### src/rtl/dsrc_filter_pkg.sv
package dsrc_filter_pkg;
  localparam int CODE_W    = 6;
  localparam int NUM_CODES = 1 << CODE_W;

  typedef logic [NUM_CODES-1:0] dsrc_mask_t;
  typedef logic [CODE_W-1:0]    dsrc_code_t;

  // Record unless the filter is on, the op is a load and its mask bit is clear.
  function automatic logic keep_sample(input dsrc_mask_t mask, input logic en,
                                       input logic is_load, input dsrc_code_t code);
    return !(en && is_load && !mask[code]);
  endfunction
endpackage

### src/rtl/dsrc_mask_reg.sv
module dsrc_mask_reg
  import dsrc_filter_pkg::*;
#(
  parameter dsrc_mask_t SUP = '1
) (
  input  logic       clk,
  input  logic       rst,
  input  logic       wr_en,
  input  dsrc_mask_t wr_data,
  output dsrc_mask_t mask_q
);
  // One flop per supported code; unsupported codes are tied to zero.
  for (genvar i = 0; i < NUM_CODES; i++) begin : g_bit
    if (SUP[i]) begin : g_flop
      logic bit_q;
      always_ff @(posedge clk) begin
        if (rst)        bit_q <= 1'b1;
        else if (wr_en) bit_q <= wr_data[i];
      end
      assign mask_q[i] = bit_q;
    end else begin : g_zero
      assign mask_q[i] = 1'b0;
    end
  end
endmodule

### src/rtl/dsrc_decide.sv
module dsrc_decide
  import dsrc_filter_pkg::*;
(
  input  dsrc_mask_t mask,
  input  logic       filt_en,
  input  logic       is_load,
  input  dsrc_code_t code,
  output logic       keep
);
  always_comb keep = keep_sample(mask, filt_en, is_load, code);
endmodule

### src/rtl/dsrc_out_slice.sv
module dsrc_out_slice #(
  parameter int W = 8
) (
  input  logic         clk,
  input  logic         rst,
  input  logic         in_valid,
  output logic         in_ready,
  input  logic [W-1:0] in_data,
  output logic         out_valid,
  input  logic         out_ready,
  output logic [W-1:0] out_data
);
  logic         vld_q;
  logic [W-1:0] dat_q;

  assign in_ready  = !vld_q || out_ready;
  assign out_valid = vld_q;
  assign out_data  = dat_q;

  always_ff @(posedge clk) begin
    if (rst) begin
      vld_q <= 1'b0;
      dat_q <= '0;
    end else if (in_ready) begin
      vld_q <= in_valid;
      if (in_valid) dat_q <= in_data;
    end
  end
endmodule

### src/rtl/dsrc_sample_filter.sv
module dsrc_sample_filter
  import dsrc_filter_pkg::*;
#(
  parameter logic [63:0] SUP   = 64'h7FFF_FFFF_FFFF_FFF5,
  parameter int          SRC_W = 16
) (
  input  logic             clk,
  input  logic             rst,
  input  logic             filt_en,
  input  logic             wr_en,
  input  logic [63:0]      wr_data,
  output logic [63:0]      rd_data,
  input  logic             smp_valid,
  output logic             smp_ready,
  input  logic             smp_is_load,
  input  logic [SRC_W-1:0] smp_src,
  output logic             dec_valid,
  input  logic             dec_ready,
  output logic             dec_keep,
  output logic [SRC_W-1:0] dec_src
);
  localparam int PAY_W = SRC_W + 1;

  dsrc_mask_t       mask_q;
  logic             keep_c;
  logic [PAY_W-1:0] pay_in, pay_out;

  dsrc_mask_reg #(.SUP(SUP)) u_mask (
    .clk(clk), .rst(rst), .wr_en(wr_en), .wr_data(wr_data), .mask_q(mask_q)
  );

  dsrc_decide u_dec (
    .mask(mask_q), .filt_en(filt_en), .is_load(smp_is_load),
    .code(smp_src[CODE_W-1:0]), .keep(keep_c)
  );

  assign pay_in = {keep_c, smp_src};

  dsrc_out_slice #(.W(PAY_W)) u_out (
    .clk(clk), .rst(rst),
    .in_valid(smp_valid), .in_ready(smp_ready), .in_data(pay_in),
    .out_valid(dec_valid), .out_ready(dec_ready), .out_data(pay_out)
  );

  assign rd_data  = mask_q;
  assign dec_keep = pay_out[PAY_W-1];
  assign dec_src  = pay_out[SRC_W-1:0];
endmodule

### config.mk
export PLATFORM = sky130hd
export DESIGN_NAME = dsrc_sample_filter
export DESIGN_NICKNAME = d
export VERILOG_FILES = /design/src/rtl/dsrc_filter_pkg.sv /design/src/rtl/dsrc_mask_reg.sv /design/src/rtl/dsrc_decide.sv /design/src/rtl/dsrc_out_slice.sv /design/src/rtl/dsrc_sample_filter.sv
export SDC_FILE = /design/constraint.sdc
export NUM_CORES = 1
export LEC_CHECK = 0
export BUFFER_PORTS_ARGS = -buffer_cell sky130_fd_sc_hd__buf_2
export CAP_MARGIN = 40
export CORE_AREA = 2 2 98 100
export CTS_CLUSTER_SIZE = 8
export DETAILED_ROUTE_END_ITERATION = 8
export DIE_AREA = 0 0 100 102
export HOLD_SLACK_MARGIN = 0.06
export PLACE_DENSITY = 0.76
export SLEW_MARGIN = 20
export SYNTH_ARGS = -nofsm -noshare
export SYNTH_HDL_FRONTEND = slang
export SYNTH_SLANG_ARGS = --single-unit
### constraint.sdc
create_clock -name clk -period 1.8 [get_ports clk]
set_input_delay 0.18 -clock clk [delete_from_list [all_inputs] [get_ports clk]]
set_output_delay 0.18 -clock clk [all_outputs]
set_load 0.05 [all_outputs]
Word level (Yosys, flattened, before mapping):

Index checks and enable logic that the tools add are counted.

* register bits after elaboration: 79
* input port bits: 87
* output and inout bits: 83

* magnitude comparators: 1
* multiplexer cells: 2
* reductions and logical operators: 7

Operator list (count)
* < comparator 6 x 7 -> 1 bit (second input constant): 1
* binary-select mux 1 bit (select 6 bit): 1
* logical NOT 1 bit: 3
* logical AND 1 bit: 2
* AND reduction 2 bit: 1
* logical OR 1 bit: 1
* two-way mux 1 bit: 1

Longest topological paths before layout:

* depth in word-level cells: 5
* depth in mapped cells: 7
* gate-level depth less buffers: 5

Modules after synthesis:

Synthesis repeated with hierarchy kept, for this count alone.

* cells, all modules: 396
* area, all modules: 4230.3 sq um

Modules (own cells, without submodules)
* dsrc_mask_reg: times used 1, cells an instance 268, area an instance 2778.9 sq um, seq. area each 1221.2 sq um
* dsrc_out_slice: times used 1, cells an instance 82, area an instance 834.6 sq um, seq. area each 360.3 sq um
* dsrc_decide: times used 1, cells an instance 46, area an instance 616.8 sq um, seq. area each 0.0 sq um

Least setup slack after synthesis:

Ideal clock, no wire load.

* path kind: register to register
* from: register u_out.vld_q (netlist: u_out.out_valid)
* to: register u_out.dat_q[16] (netlist: u_out.out_data[16])
* arrival time: 2.077 ns
* required time: 1.678 ns
* setup slack: -0.399 ns
* cell stages (with the launch flop): 7
* buffers on the path: 1
* path through: dfxtp_1 -> nand2b_1 -> and2_1 -> clkbuf_1 -> nor2_1 -> a311oi_1 -> a311o_1

* word-level cells in the longest chain between the ends: 3

Ends and longest elaborated chain
* start: declaration: line dsrc_out_slice.sv:13 `logic vld_q;`
* start signal: assignment: line dsrc_out_slice.sv:25 `vld_q <= in_valid;`
* logical NOT 1 bit: line dsrc_out_slice.sv:16 `assign in_ready = !vld_q || out_ready;`
* logical OR 1 bit: line dsrc_out_slice.sv:16
* via smp_ready: line dsrc_sample_filter.sv:14 `output logic smp_ready,`
* AND reduction 2 bit (no source line)
* end signal: assignment: line dsrc_out_slice.sv:26 `if (in_valid) dat_q <= in_data;`
* end: declaration: line dsrc_out_slice.sv:14 `logic [W-1:0] dat_q;`

The timed path passes the listed nets, and every way through them passes these cells.
A chain may end at the register's enable or synchronous reset.

Final worst setup path:

* from: register u_mask.g_bit[20].g_flop.bit_q
* to: register u_out.dat_q[16] (netlist: u_out.out_data[16])

* word-level cells in the longest chain between the ends: 5

Ends and longest elaborated chain
* start: declaration: line dsrc_mask_reg.sv:15 `logic bit_q;`
* start signal: assignment: line dsrc_mask_reg.sv:18 `else if (wr_en) bit_q <= wr_data[i];`
* binary-select mux 1 bit (select 6 bit): line dsrc_filter_pkg.sv:11 `return !(en && is_load && !mask[code]);`
* two-way mux 1 bit (not written as such): line dsrc_filter_pkg.sv:11
* logical NOT 1 bit: line dsrc_filter_pkg.sv:11
* logical AND 1 bit: line dsrc_filter_pkg.sv:11
* logical NOT 1 bit: line dsrc_filter_pkg.sv:11

No other way between the ends. The select of a mux whose other input is x is not followed.

==> tab_implementation.tex <==
\begin{tabular}{lr}
\hline
Metric & Value \\
\hline
\multicolumn{2}{l}{\textbf{Die}} \\
Core region area & 9110 sq um \\
Effective utilization at floorplan & 0.426 \\
Overall die area & around 10000 sq um \\
Die outline height & approximately 100 um \\
Die Wd & 100 um \\
Number of top-level pins & 170 \\
\# rows & 35 \\
\multicolumn{2}{l}{\textbf{Critical path}} \\
Largest stage delay on the critical path & approximately 0.48 ns \\
Count of buffering cells on the critical path with inverters included & 0 \\
Crit-path slowest cell & sky130\_fd\_sc\_hd\_\_mux4\_2 \\
Worst setup EP type & flip-flop \\
Data required time of the critical path & 2.03 ns \\
Most Frequent Cell on Critical Path & sky130\_fd\_sc\_hd\_\_mux4\_2 \\
Critical path type & reg -> reg \\
Startpoint type of the worst setup path & flip-flop \\
Largest delay share family, worst path & multiplexers \\
R2r startpoint & u\_mask.g\_bit[20].g\_flop.bit\_q \\
Sequence of cells on the critical path & mux4\_2 -> mux4\_2 -> nand2\_2 -> a2111oi\_1 -> a311o\_1 \\
Peak fanout along the critical path & 3 \\
Worst setup path start & u\_mask.g\_bit[20].g\_flop.bit\_q \\
Data arrival at the endpoint of the critical path & 2.03 ns \\
\multicolumn{2}{l}{\textbf{Global route}} \\
Number of global-route vias before repair & between 3000 and 4000 \\
Total congestion overflow after global routing & 0 \\
Global-route wire length before repair & $\sim$16 mm \\
GRT Util Overall & 0.204 \\
Maximum number of pins on one net before global-route repair & 67 \\
Antenna violations before repair & 0 \\
\multicolumn{2}{l}{\textbf{Drt}} \\
Final wirelength & 10.3 mm \\
Number of iterations in the first detailed-routing pass & 4 \\
Detailed Route Iter0 Violations & between 60 and 70 \\
Routed vias/inst & 5.01 \\
Average routed wire per standard cell & $\sim$15 um \\
\# DRC & 0 \\
Number of nets with antenna violations after detailed routing & 0 \\
DR vias & between 3000 and 4000 \\
\multicolumn{2}{l}{\textbf{Placement}} \\
Number of buffers added on ports & between 150 and 200 \\
Detailed-placement wirelength estimate & around 7 mm \\
Instance area after placement & roughly 4500 sq um \\
Gpl congestion & around 0.80 \\
\multicolumn{2}{l}{\textbf{Outcome}} \\
Result of the run & finished with violations \\
Failing checks & setup timing \\
\multicolumn{2}{l}{\textbf{Synthesis}} \\
Post-synthesis average cell area & about 9.9 sq um \\
Yosys Warn Count & 0 \\
Sequential element share of the synthesized area & 0.408 \\
Library cells used by synthesis & 28 \\
Total standard cell area after synthesis & a little under 4000 sq um \\
Synthesized netlist cell count & between 300 and 400 \\
Synthesized flop and latch total & roughly 80 \\
\multicolumn{2}{l}{\textbf{Timing}} \\
Final critical-path setup slack & -0.00277 ns \\
Final Hold Viols & 0 \\
Measured slew at the worst slew-check pin & roughly 0.51 ns \\
Skew final & between 0.01 and 0.015 ns \\
Fin Hold WS & 0.0837 ns \\
Total setup violations reported at the end of the flow & 1 \\
Final period demand of the worst path & roughly 1.8 ns \\
Highest clock frequency the design can meet & around 0.55 GHz \\
Max-slew headroom at the worst pin & 0.660 \\
Max-slew violations & 0 \\
Final worst path period share & 1.00 \\
Setup repair after global routing missed its margin & true \\
Post-Route Setup TNS & -0.00277 ns \\
\multicolumn{2}{l}{\textbf{Power}} \\
Largest vdd supply drop & between 0.4 and 0.5 mV \\
PwrDens & approximately 900 nW/um\^{}2 \\
Lkg Pwr & between 2 and 2.5 nW \\
\multicolumn{2}{l}{\textbf{Finish}} \\
Relative area change from synthesis to final layout & 37.6\% \\
Layout filler cell count & roughly 800 \\
Leading cell types in the layout, fill and taps excluded & sky130\_fd\_sc\_hd\_\_buf\_2 (162), sky130\_fd\_sc\_hd\_\_dfxtp\_1 (74), sky130\_fd\_sc\_hd\_\_a211o\_1 (63), sky130\_fd\_sc\_hd\_\_nor2b\_1 (62), sky130\_fd\_sc\_hd\_\_dlygate4sd3\_1 (61) \\
Commonest non-fill, non-tap cell in the layout & sky130\_fd\_sc\_hd\_\_buf\_2 \\
Fraction of layout instances using a drive strength above 1 & 0.402 \\
Ant diodes & 0 \\
Design Area, Final & about 5300 sq um \\
Number of nets in the final layout & about 650 \\
\multicolumn{2}{l}{\textbf{Clock network}} \\
Clock tree from TritonCTS & yes \\
Latest clock arrival within the worst-skew pair & $\sim$0.33 ns \\
Deepest clock path buffer count & 2 \\
Cell at the root of the clock tree & sky130\_fd\_sc\_hd\_\_clkbuf\_8 \\
Total CTS buffers & 9 \\
Post-CTS Setup Bufs & 0 \\
H-tree levels & 3 \\
Clock-pin slew on the worst setup and hold paths & roughly 0.080 ns \\
Num Clock Sinks & between 70 and 80 \\
\multicolumn{2}{l}{\textbf{Worst hold path}} \\
Startpoint of the lowest-slack hold path & smp\_valid \\
Type of the tightest min-delay check & in -> reg \\
\multicolumn{2}{l}{\textbf{Flow run}} \\
Max-cap check violation count & 0 \\
\hline
\end{tabular}
Yosys cell counts:
cell type                   instances  share of area
sky130_fd_sc_hd__buf_6              3         0.0087
sky130_fd_sc_hd__nor2b_1           62           0.10
sky130_fd_sc_hd__mux2i_1            2         0.0052
sky130_fd_sc_hd__inv_1              1        0.00097
sky130_fd_sc_hd__and2_1             1         0.0016
sky130_fd_sc_hd__nand3b_1           2         0.0039
sky130_fd_sc_hd__nand2b_1           1         0.0016
sky130_fd_sc_hd__nand3_1            1         0.0013
sky130_fd_sc_hd__a311o_1            1         0.0026
sky130_fd_sc_hd__a221oi_1           1         0.0023
sky130_fd_sc_hd__a31o_1             1         0.0023
sky130_fd_sc_hd__dfxtp_1           79           0.41
sky130_fd_sc_hd__mux2_2             1         0.0029
sky130_fd_sc_hd__a211o_1           63           0.14
sky130_fd_sc_hd__clkbuf_1          24          0.023
sky130_fd_sc_hd__mux4_1             4          0.027
sky130_fd_sc_hd__nor2_1             5         0.0048
sky130_fd_sc_hd__mux4_2            11          0.064
sky130_fd_sc_hd__a21oi_1           17          0.022
sky130_fd_sc_hd__conb_1             1        0.00097
sky130_fd_sc_hd__a2111oi_1          1         0.0026
sky130_fd_sc_hd__a311oi_1           1         0.0023
sky130_fd_sc_hd__o221a_2            1         0.0029
sky130_fd_sc_hd__buf_4             65           0.13
sky130_fd_sc_hd__o21ai_0            1         0.0013
sky130_fd_sc_hd__buf_1              3         0.0029
sky130_fd_sc_hd__a41oi_1            1         0.0023
sky130_fd_sc_hd__nand2_1           36          0.035
worst paths after layout:
kind | end | slack, ns | cells past startpoint
max | u_out.out_data[16] | -0.003 | 5
max reg2reg | u_out.out_data[16] | -0.003 | 5
min reg2reg | u_out.out_data[12] | 0.45 | 2
min | u_out.out_valid | 0.08 | 3
cells by family (layout without fill, tap and decap cells):
logic type | count (synthesis) | count (layout) | synth area share
DFF | 79 | 79 | 0.408
buffers and inverters | 96 | 268 | 0.162
AOI/OAI and AO/OA | 88 | 88 | 0.183
other | 1 | 3 | 0.000967
muxes | 18 | 18 | 0.0990
and+or+nand+nor | 108 | 108 | 0.148
layer usage:
metal	track usage	vias up	wire length, um
met2	0.370	129	5300
li1	-	1644	-
met1	0.240	1589	4290
met4	0.0843	0	209
met3	0.0369	19	548
met5	0	-	0
worst min-delay path, delay by kind of cell:
kind                   cells  cell delay, ns
AO/OA/AOI/OAI              1            0.05
buffers and inverters      2            0.16
flip-flops by register name, indices dropped and copies added (netlist names):
name / cells
u_mask.g_bit.g_flop.bit_q: 61
u_out.out_valid: 1
u_out.out_data: 17
power by group:
part / internal [mW] / total [mW] / switching, mW
clock network: 0.991 / 1.59 / 0.602
logic: 0.488 / 1.25 / 0.762
registers: 1.87 / 1.95 / 0.0760
total: 3.35 / 4.79 / 1.44
cell type report:
class	instances	area, sq um	area share
repair buffers	252	1680	0.314
flip-flops and latches	79	1590	0.297
well taps	111	139	0.0260
clock buffers	12	155	0.0291
multi-input cells	217	1690	0.316
clock inverters	3	90.1	0.0169
inverters	1	3.75	0.000703
through the flow:
step                worst slack, ns  total power, mW  cells  utilization
CTS                         -0.0140             4.84    675        0.585
detailed placement           -0.213             3.13    599        0.491
finish                     -0.00277             4.79    675        0.586
global route                -0.0642             5.01    675        0.586
floorplan                   0.00405             2.91    392            -
global placement             -0.184             3.11    599        0.491
repair_timing:
item / CTS / global route
setup endpoints to repair: 1 / 1
pin swaps: 2 / 0
hold buffers: 61 / 0
endpoints found under the hold margin: 61 / 0
resized for setup: 4 / 3
Power figures use the tool's default switching activity.
